<file path="src/rtl/fifo_xfer_sched_pkg.sv">
package fifo_xfer_sched_pkg;
  typedef enum logic [1:0] {
    XFER_M2M = 2'b00,
    XFER_M2P = 2'b01,
    XFER_P2M = 2'b10,
    XFER_P2P = 2'b11
  } xfer_dir_e;

  typedef struct packed {
    xfer_dir_e  dir;
    logic       half_mode;
    logic [1:0] src_wlog;
    logic [1:0] dst_wlog;
    logic [1:0] src_msz;
    logic [1:0] dst_msz;
  } chan_cfg_t;
endpackage

</file>
<file path="src/rtl/chan_fetch_ctl.sv">
module chan_fetch_ctl #(
  parameter int FIFO_BYTES = 16,
  parameter int BLK_W      = 12,
  parameter int LEN_W      = 5
) (
  input  logic             mem_side,
  input  logic             half_mode,
  input  logic [1:0]       wlog,
  input  logic [1:0]       msz,
  input  logic [BLK_W-1:0] occ,
  input  logic [BLK_W-1:0] rem,
  output logic             ready,
  output logic             burst,
  output logic [LEN_W-1:0] len,
  output logic [BLK_W-1:0] bytes
);
  localparam int HALF = FIFO_BYTES / 2;

  logic [BLK_W-1:0] space, fit_items, rem_items, pick, pburst;

  always_comb begin
    space     = BLK_W'(FIFO_BYTES) - occ;
    fit_items = space >> wlog;
    rem_items = rem >> wlog;
    pburst    = BLK_W'(1) << ({1'b0, msz} + {1'b0, wlog});
    if (mem_side) begin
      // memory source: length follows free space and what is left
      burst = 1'b1;
      pick  = (fit_items < rem_items) ? fit_items : rem_items;
    end else if (rem >= pburst) begin
      burst = 1'b1;
      pick  = BLK_W'(1) << msz;
    end else begin
      burst = 1'b0;
      pick  = BLK_W'(1);
    end
    bytes = pick << wlog;
    len   = LEN_W'(pick);
    ready = (rem != '0) && (pick != '0) && (space >= bytes) &&
            (!half_mode || (space >= BLK_W'(HALF)));
  end
endmodule

</file>
<file path="src/rtl/chan_drain_ctl.sv">
module chan_drain_ctl #(
  parameter int FIFO_BYTES = 16,
  parameter int BLK_W      = 12,
  parameter int LEN_W      = 5
) (
  input  logic             mem_side,
  input  logic             half_mode,
  input  logic             src_done,
  input  logic [1:0]       dwlog,
  input  logic [1:0]       swlog,
  input  logic [1:0]       msz,
  input  logic [BLK_W-1:0] occ,
  input  logic [BLK_W-1:0] rem,
  output logic             ready,
  output logic             burst,
  output logic             flush,
  output logic [1:0]       wlog,
  output logic [LEN_W-1:0] len,
  output logic [BLK_W-1:0] bytes
);
  localparam int HALF = FIFO_BYTES / 2;

  logic [BLK_W-1:0] dsz, pburst, held_items, rem_items, pick;
  logic             gate;

  always_comb begin
    dsz        = BLK_W'(1) << dwlog;
    pburst     = BLK_W'(1) << ({1'b0, msz} + {1'b0, dwlog});
    held_items = occ >> dwlog;
    rem_items  = rem >> dwlog;
    // half-full rule, waived once the source side is complete
    gate       = !half_mode || src_done || (occ >= BLK_W'(HALF));
    flush      = 1'b0;
    burst      = 1'b0;
    wlog       = dwlog;
    if (rem == '0) begin
      pick = '0;
    end else if (src_done && (occ < dsz)) begin
      flush = 1'b1;
      wlog  = swlog;
      pick  = BLK_W'(1);
    end else if (mem_side) begin
      burst = 1'b1;
      pick  = (held_items < rem_items) ? held_items : rem_items;
    end else if (occ >= pburst) begin
      burst = 1'b1;
      pick  = BLK_W'(1) << msz;
    end else if (src_done) begin
      pick = BLK_W'(1);
    end else begin
      pick = '0;
    end
    bytes = pick << wlog;
    len   = LEN_W'(pick);
    ready = (pick != '0) && (occ >= bytes) && (flush || gate);
  end
endmodule

</file>
<file path="src/rtl/chan_level_trk.sv">
module chan_level_trk #(
  parameter int FIFO_BYTES = 16,
  parameter int BLK_W      = 12,
  parameter int OCC_W      = 5
) (
  input  logic             clk,
  input  logic             rst_n,
  input  logic             load,
  input  logic [BLK_W-1:0] blk_bytes,
  input  logic             src_fire,
  input  logic [BLK_W-1:0] src_bytes,
  input  logic             dst_fire,
  input  logic [BLK_W-1:0] dst_bytes,
  output logic [OCC_W-1:0] occ,
  output logic [BLK_W-1:0] rem_src,
  output logic [BLK_W-1:0] rem_dst,
  output logic             busy,
  output logic             done
);
  logic [OCC_W-1:0] occ_q, occ_n;
  logic [BLK_W-1:0] rem_src_q, rem_src_n, rem_dst_q, rem_dst_n;
  logic             busy_q, busy_n, done_q, done_n, last_drain;

  always_comb begin
    occ_n      = occ_q;
    rem_src_n  = rem_src_q;
    rem_dst_n  = rem_dst_q;
    busy_n     = busy_q;
    last_drain = dst_fire && (rem_dst_q == dst_bytes);
    done_n     = last_drain;
    if (load) begin
      occ_n     = '0;
      rem_src_n = blk_bytes;
      rem_dst_n = blk_bytes;
      busy_n    = 1'b1;
    end else begin
      if (src_fire) begin
        occ_n     = occ_q + src_bytes[OCC_W-1:0];
        rem_src_n = rem_src_q - src_bytes;
      end
      if (dst_fire) begin
        occ_n     = occ_q - dst_bytes[OCC_W-1:0];
        rem_dst_n = rem_dst_q - dst_bytes;
      end
      if (last_drain) busy_n = 1'b0;
    end
  end

  always_ff @(posedge clk or negedge rst_n) begin
    if (!rst_n) begin
      occ_q     <= '0;
      rem_src_q <= '0;
      rem_dst_q <= '0;
      busy_q    <= 1'b0;
      done_q    <= 1'b0;
    end else begin
      occ_q     <= occ_n;
      rem_src_q <= rem_src_n;
      rem_dst_q <= rem_dst_n;
      busy_q    <= busy_n;
      done_q    <= done_n;
    end
  end

  assign occ     = occ_q;
  assign rem_src = rem_src_q;
  assign rem_dst = rem_dst_q;
  assign busy    = busy_q;
  assign done    = done_q;
endmodule

</file>
<file path="src/rtl/fifo_xfer_sched.sv">
module fifo_xfer_sched #(
  parameter int FIFO_BYTES = 16,
  parameter int BLK_W      = 12,
  parameter int LEN_W      = $clog2(FIFO_BYTES) + 1
) (
  input  logic             clk,
  input  logic             rst_n,
  input  logic             start,
  input  logic [1:0]       cfg_dir,
  input  logic             cfg_half_mode,
  input  logic [1:0]       cfg_src_wlog,
  input  logic [1:0]       cfg_dst_wlog,
  input  logic [1:0]       cfg_src_msz,
  input  logic [1:0]       cfg_dst_msz,
  input  logic [BLK_W-1:0] cfg_blk_bytes,
  input  logic             src_gnt,
  input  logic             dst_gnt,
  output logic             src_req,
  output logic             src_burst,
  output logic [LEN_W-1:0] src_len,
  output logic [1:0]       src_wlog,
  output logic             dst_req,
  output logic             dst_burst,
  output logic             dst_flush,
  output logic [LEN_W-1:0] dst_len,
  output logic [1:0]       dst_wlog,
  output logic             busy,
  output logic             blk_done
);
  import fifo_xfer_sched_pkg::*;

  localparam int OCC_W = $clog2(FIFO_BYTES + 1);

  chan_cfg_t        cfg_q, cfg_n;
  logic             load;
  logic [OCC_W-1:0] lvl_occ;
  logic [BLK_W-1:0] lvl_rem_src, lvl_rem_dst, occ_ext;
  logic [BLK_W-1:0] fetch_bytes, drain_bytes;
  logic             fetch_rdy, drain_rdy;

  assign load    = start && !busy;
  assign occ_ext = BLK_W'(lvl_occ);

  always_comb begin
    cfg_n = cfg_q;
    if (load) begin
      cfg_n.dir       = xfer_dir_e'(cfg_dir);
      cfg_n.half_mode = cfg_half_mode;
      cfg_n.src_wlog  = cfg_src_wlog;
      cfg_n.dst_wlog  = cfg_dst_wlog;
      cfg_n.src_msz   = cfg_src_msz;
      cfg_n.dst_msz   = cfg_dst_msz;
    end
  end

  always_ff @(posedge clk or negedge rst_n) begin
    if (!rst_n) cfg_q <= '0;
    else        cfg_q <= cfg_n;
  end

  chan_fetch_ctl #(.FIFO_BYTES(FIFO_BYTES), .BLK_W(BLK_W), .LEN_W(LEN_W)) u_fetch (
    .mem_side  (!cfg_q.dir[1]),
    .half_mode (cfg_q.half_mode),
    .wlog      (cfg_q.src_wlog),
    .msz       (cfg_q.src_msz),
    .occ       (occ_ext),
    .rem       (lvl_rem_src),
    .ready     (fetch_rdy),
    .burst     (src_burst),
    .len       (src_len),
    .bytes     (fetch_bytes)
  );

  chan_drain_ctl #(.FIFO_BYTES(FIFO_BYTES), .BLK_W(BLK_W), .LEN_W(LEN_W)) u_drain (
    .mem_side  (!cfg_q.dir[0]),
    .half_mode (cfg_q.half_mode),
    .src_done  (lvl_rem_src == '0),
    .dwlog     (cfg_q.dst_wlog),
    .swlog     (cfg_q.src_wlog),
    .msz       (cfg_q.dst_msz),
    .occ       (occ_ext),
    .rem       (lvl_rem_dst),
    .ready     (drain_rdy),
    .burst     (dst_burst),
    .flush     (dst_flush),
    .wlog      (dst_wlog),
    .len       (dst_len),
    .bytes     (drain_bytes)
  );

  // drain wins whenever both sides could go
  assign dst_req  = busy && drain_rdy;
  assign src_req  = busy && fetch_rdy && !drain_rdy;
  assign src_wlog = cfg_q.src_wlog;

  chan_level_trk #(.FIFO_BYTES(FIFO_BYTES), .BLK_W(BLK_W), .OCC_W(OCC_W)) u_level (
    .clk       (clk),
    .rst_n     (rst_n),
    .load      (load),
    .blk_bytes (cfg_blk_bytes),
    .src_fire  (src_req && src_gnt),
    .src_bytes (fetch_bytes),
    .dst_fire  (dst_req && dst_gnt),
    .dst_bytes (drain_bytes),
    .occ       (lvl_occ),
    .rem_src   (lvl_rem_src),
    .rem_dst   (lvl_rem_dst),
    .busy      (busy),
    .done      (blk_done)
  );
endmodule

</file>
<file path="config.mk">
export PLATFORM = sky130hd
export DESIGN_NAME = fifo_xfer_sched
export DESIGN_NICKNAME = d
export VERILOG_FILES = /design/src/rtl/fifo_xfer_sched_pkg.sv /design/src/rtl/chan_fetch_ctl.sv /design/src/rtl/chan_drain_ctl.sv /design/src/rtl/chan_level_trk.sv /design/src/rtl/fifo_xfer_sched.sv
export SDC_FILE = /design/constraint.sdc
export NUM_CORES = 1
export LEC_CHECK = 0
export BUFFER_PORTS_ARGS = -buffer_cell sky130_fd_sc_hd__buf_2
export CORE_ASPECT_RATIO = 1.75
export CORE_MARGIN = 2
export CORE_UTILIZATION = 64
export CTS_CLUSTER_DIAMETER = 150
export DETAILED_ROUTE_END_ITERATION = 8
export GPL_TIMING_DRIVEN = 0
export PLACE_DENSITY = 0.83
export SLEW_MARGIN = 0
export SYNTH_ARGS = -nofsm -noshare
export SYNTH_HDL_FRONTEND = slang
export SYNTH_HIERARCHICAL = 1
export SYNTH_SLANG_ARGS = --single-unit
</file>
<file path="constraint.sdc">
create_clock -name clk -period 10.4 [get_ports clk]
set_clock_uncertainty 0.05 [all_clocks]
set_input_delay 0.52 -clock clk [delete_from_list [all_inputs] [get_ports clk]]
set_output_delay 0.52 -clock clk [all_outputs]
set_load 0.005 [all_outputs]
</file>
==> flow_metrics.py <==
metrics = {
    "clock_network": {
        "cts_tree": "yes",
        "path_clk_slew_ns": 0.06,
        "cts-hold-fix-buffers": 0,
        "postCtsSetupBuffers": 0,
        "htreeDepth": 2,
        "clockBufferDepth": 2,
        "cts-root-buf": "clkbuf_16",
        "cts_buffers": 5,
        "insertion_delay_ns": 0.29,
        "clock-sinks": 42,
        "cts_resized": 0,
    },
    "timing": {
        "rsz0062_at_grt": "false",
        "slew_viol_final": 0,
        "worstMarginPinSlew_ns": 0.9549,
        "clock.fmax_mhz": 107.0,
        "finalCriticalPeriod_ns": 9.342,
        "slew_headroom_pct": 36.34,
        "fin_ws_ns": 1.058,
        "setup_violations": 0,
        "post-route-period-util_pct": 89.83,
        "hold_violations": 0,
        "fin_setup_tns_ns": 0,
    },
    "critical_path": {
        "end_kind": "flop",
        "worst_setup_path_start_kind": "flop",
        "cpPeakStageDelay_ns": 0.44,
        "crit_arrival_ns": 9.44,
        "worstRegToRegCells": 39,
        "r2r-start": "cfg_q[5]",
        "crit_path_top_delay_cell": "clkbuf_1",
        "r2r_slack_ns": 1.06,
        "criticalPathCategory": "reg2reg",
        "worstPathRequired_ns": 10.50,
        "r2r_end": "u_level/occ[4]",
        "cp.depth": 39,
        "critPathMostFrequentCell": "a21oi_1",
        "worstPathBufferInverterCount": 9,
        "crit_fanout": 10,
        "path_delay_family": "compound AO/OA/AOI/OAI gates",
    },
    "route": {
        "drc": 0,
        "drt_pass1_iterations": 6,
        "viasPerCell": 6.346,
        "wl_per_cell_um": 19.58,
        "dr.first_iter.drc_count": 562,
        "num_vias": 7907,
        "ant_nets": 0,
        "routed_wl_mm": 24.40,
    },
    "logic_synthesis": {
        "synth_seq_cells": 42,
        "synth.distinct_cells": 96,
        "yosysSeqAreaShare_pct": 13.32,
        "netlist_instances": 979,
        "avgSynthCellArea_um2": 8.061,
        "synth_edf_count": 0,
        "yosysWarnings": 6,
        "ys.flop_type": "dfrtp_1",
        "async_flop_share_pct": 100.0,
        "netlist_area_um2": 7891,
    },
    "placed_design": {
        "gp_congestion": 1.027,
        "dp_hpwl_mm": 19.53,
        "placed_cells": 1238,
        "port_buffers": 48,
        "pre_cts_slack_ns": 1.291,
    },
    "global_routing": {
        "grt_pass1_wl_mm": 38.55,
        "grt_pass1_vias": 7773,
        "grt_start_max_net_pins": 43,
        "grt-ovfl-total": 0,
        "grtUsageTotal_pct": 37.54,
        "antenna_found_initial": 0,
    },
    "cells_and_area": {
        "stdcell_count": 1246,
        "drive_above_1_share_pct": 17.11,
        "areaGrowthSynthToFinish_pct": 9.767,
        "fin_nets": 1208,
        "diodes": 0,
        "n_fill_cell": 1032,
        "final_util_pct": 72.17,
    },
    "flow_run": {
        "max_cap_violations": 0,
    },
    "floorplanning": {
        "die_area_um2": 13270,
        "boundaryPins": 49,
        "start_util_pct": 65.75,
        "fp.coreArea_um2": 12000,
        "rows": 53,
        "die_w_um": 87.94,
        "die_y_um": 150.9,
    },
    "pwr": {
        "p_per_area_nw_per_um2": 313.1,
        "leakage_nw": 4.029,
        "ir_worst_vdd_uv": 207.2,
    },
    "min_path": {
        "hold_class": "in2async",
    },
    "status": {
        "status": "completed",
    },
}
-- placed cells by master, fill, tap and decap left out, types with 13 or more instances in the layout --
master    synthesis  routed
a21o_1           26      26
a21oi_1          89      89
buf_2             9      57
clkbuf_1         13      13
conb_1            1      47
dfrtp_1          42      42
ha_1             95      95
inv_1            63      63
mux2_2           30      30
mux2i_1          61      61
nand2_1          67      67
nand2b_1         13      13
nand3_1          22      22
nor2_1           69      69
nor3_1           30      30
nor4_1           17      17
o21ai_0          45      45
xnor2_1          19      19
-- Yosys cell counts, types with 10 or more instances --
master / instances / area, µm²
a211oi_1: 11 / 82.58
a21o_1: 26 / 195.2
a21oi_1: 89 / 445.4
a31oi_1: 11 / 68.82
buf_6: 10 / 112.6
clkbuf_1: 13 / 48.80
dfrtp_1: 42 / 1051
ha_1: 95 / 1189
inv_1: 63 / 236.5
mux2_2: 30 / 337.8
mux2_4: 11 / 165.2
mux2i_1: 61 / 610.6
nand2_1: 67 / 251.5
nand2b_1: 13 / 81.33
nand3_1: 22 / 110.1
nor2_1: 69 / 259.0
nor2b_1: 11 / 68.82
nor3_1: 30 / 150.1
nor4_1: 17 / 106.4
o211ai_1: 12 / 90.09
o21ai_0: 45 / 225.2
or3_1: 12 / 75.07
xnor2_1: 19 / 166.4
-- per-stage QoR --
| step | hold WS, ns | cell area [µm²] | power [mW] |
|---|---|---|---|
| 2_1_floorplan | 0.1744 | 8064 | 1.950 |
| 3_3_place_gp | 0.4446 | 8511 | 2.416 |
| 3_5_place_dp | 0.4472 | 8511 | 2.463 |
| 4_1_cts | 0.3514 | 8662 | 2.650 |
| 5_1_grt | 0.4094 | 8662 | 2.937 |
| 6_report | 0.3157 | 8662 | 2.712 |
-- flip-flops by register name (all words and copies together), names as in the netlist --
signal,flops
u_level/rem_src,12
src_wlog,2
u_level/done,1
cfg_q,9
u_level/occ,5
u_level/busy,1
u_level/rem_dst,12
-- layer usage --
| metal | global-route usage [%] | up-vias | routed length (µm) |
|---|---|---|---|
| met4 | 30.31 | 0 | 2229 |
| met5 | 0 | - | 0 |
| met3 | 4.033 | 131 | 1148 |
| met2 | 68.52 | 341 | 12670 |
| met1 | 36.93 | 3671 | 8346 |
| li1 | - | 3764 | - |
-- area by class of cell --
class / count / area [µm²] / area share, %
repair buffers: 48 / 240.2 / 2.773
plain buffers: 48 / 301.5 / 3.481
clock inverters: 2 / 12.51 / 0.1444
multi-input cells: 863 / 6439 / 74.33
well taps: 165 / 206.4 / 2.383
flip-flops and latches: 42 / 1051 / 12.13
inverters: 72 / 272.8 / 3.149
clock buffers: 6 / 138.9 / 1.603
-- cell families after synthesis --
| kind of cell | count (synthesis) | share of synthesized area (%) |
|---|---|---|
| AND/OR/NAND/NOR | 315 | 21.48 |
| AO/OA/AOI/OAI | 262 | 21.85 |
| buffers and inverters | 120 | 7.278 |
| multiplexers | 110 | 16.28 |
| adder cells (fa/ha/maj) | 100 | 16.33 |
| flip-flops | 42 | 13.32 |
| XOR/XNOR | 29 | 3.409 |
| other | 1 | 0.04752 |
-- worst max path at each step --
stage | to | slack (ns) | start
3_5_place_dp | u_level/occ[4] | 1.29 | cfg_q[5]
2_1_floorplan | u_level/occ[4] | 3.05 | cfg_q[5]
4_1_cts | u_level/occ[4] | 1.27 | cfg_q[5]
3_3_place_gp | u_level/occ[4] | 1.35 | cfg_q[5]
5_1_grt | u_level/occ[4] | 0.46 | cfg_q[5]
6_report | u_level/occ[4] | 1.06 | cfg_q[5]
-- power by group --
part,switching [mW],internal [mW],total (mW)
clock,0.0659,0.0951,0.161
sequential,0.173,0.225,0.398
combinational,1.22,0.934,2.15
total,1.46,1.25,2.71
(Power assumes the default switching activity.)
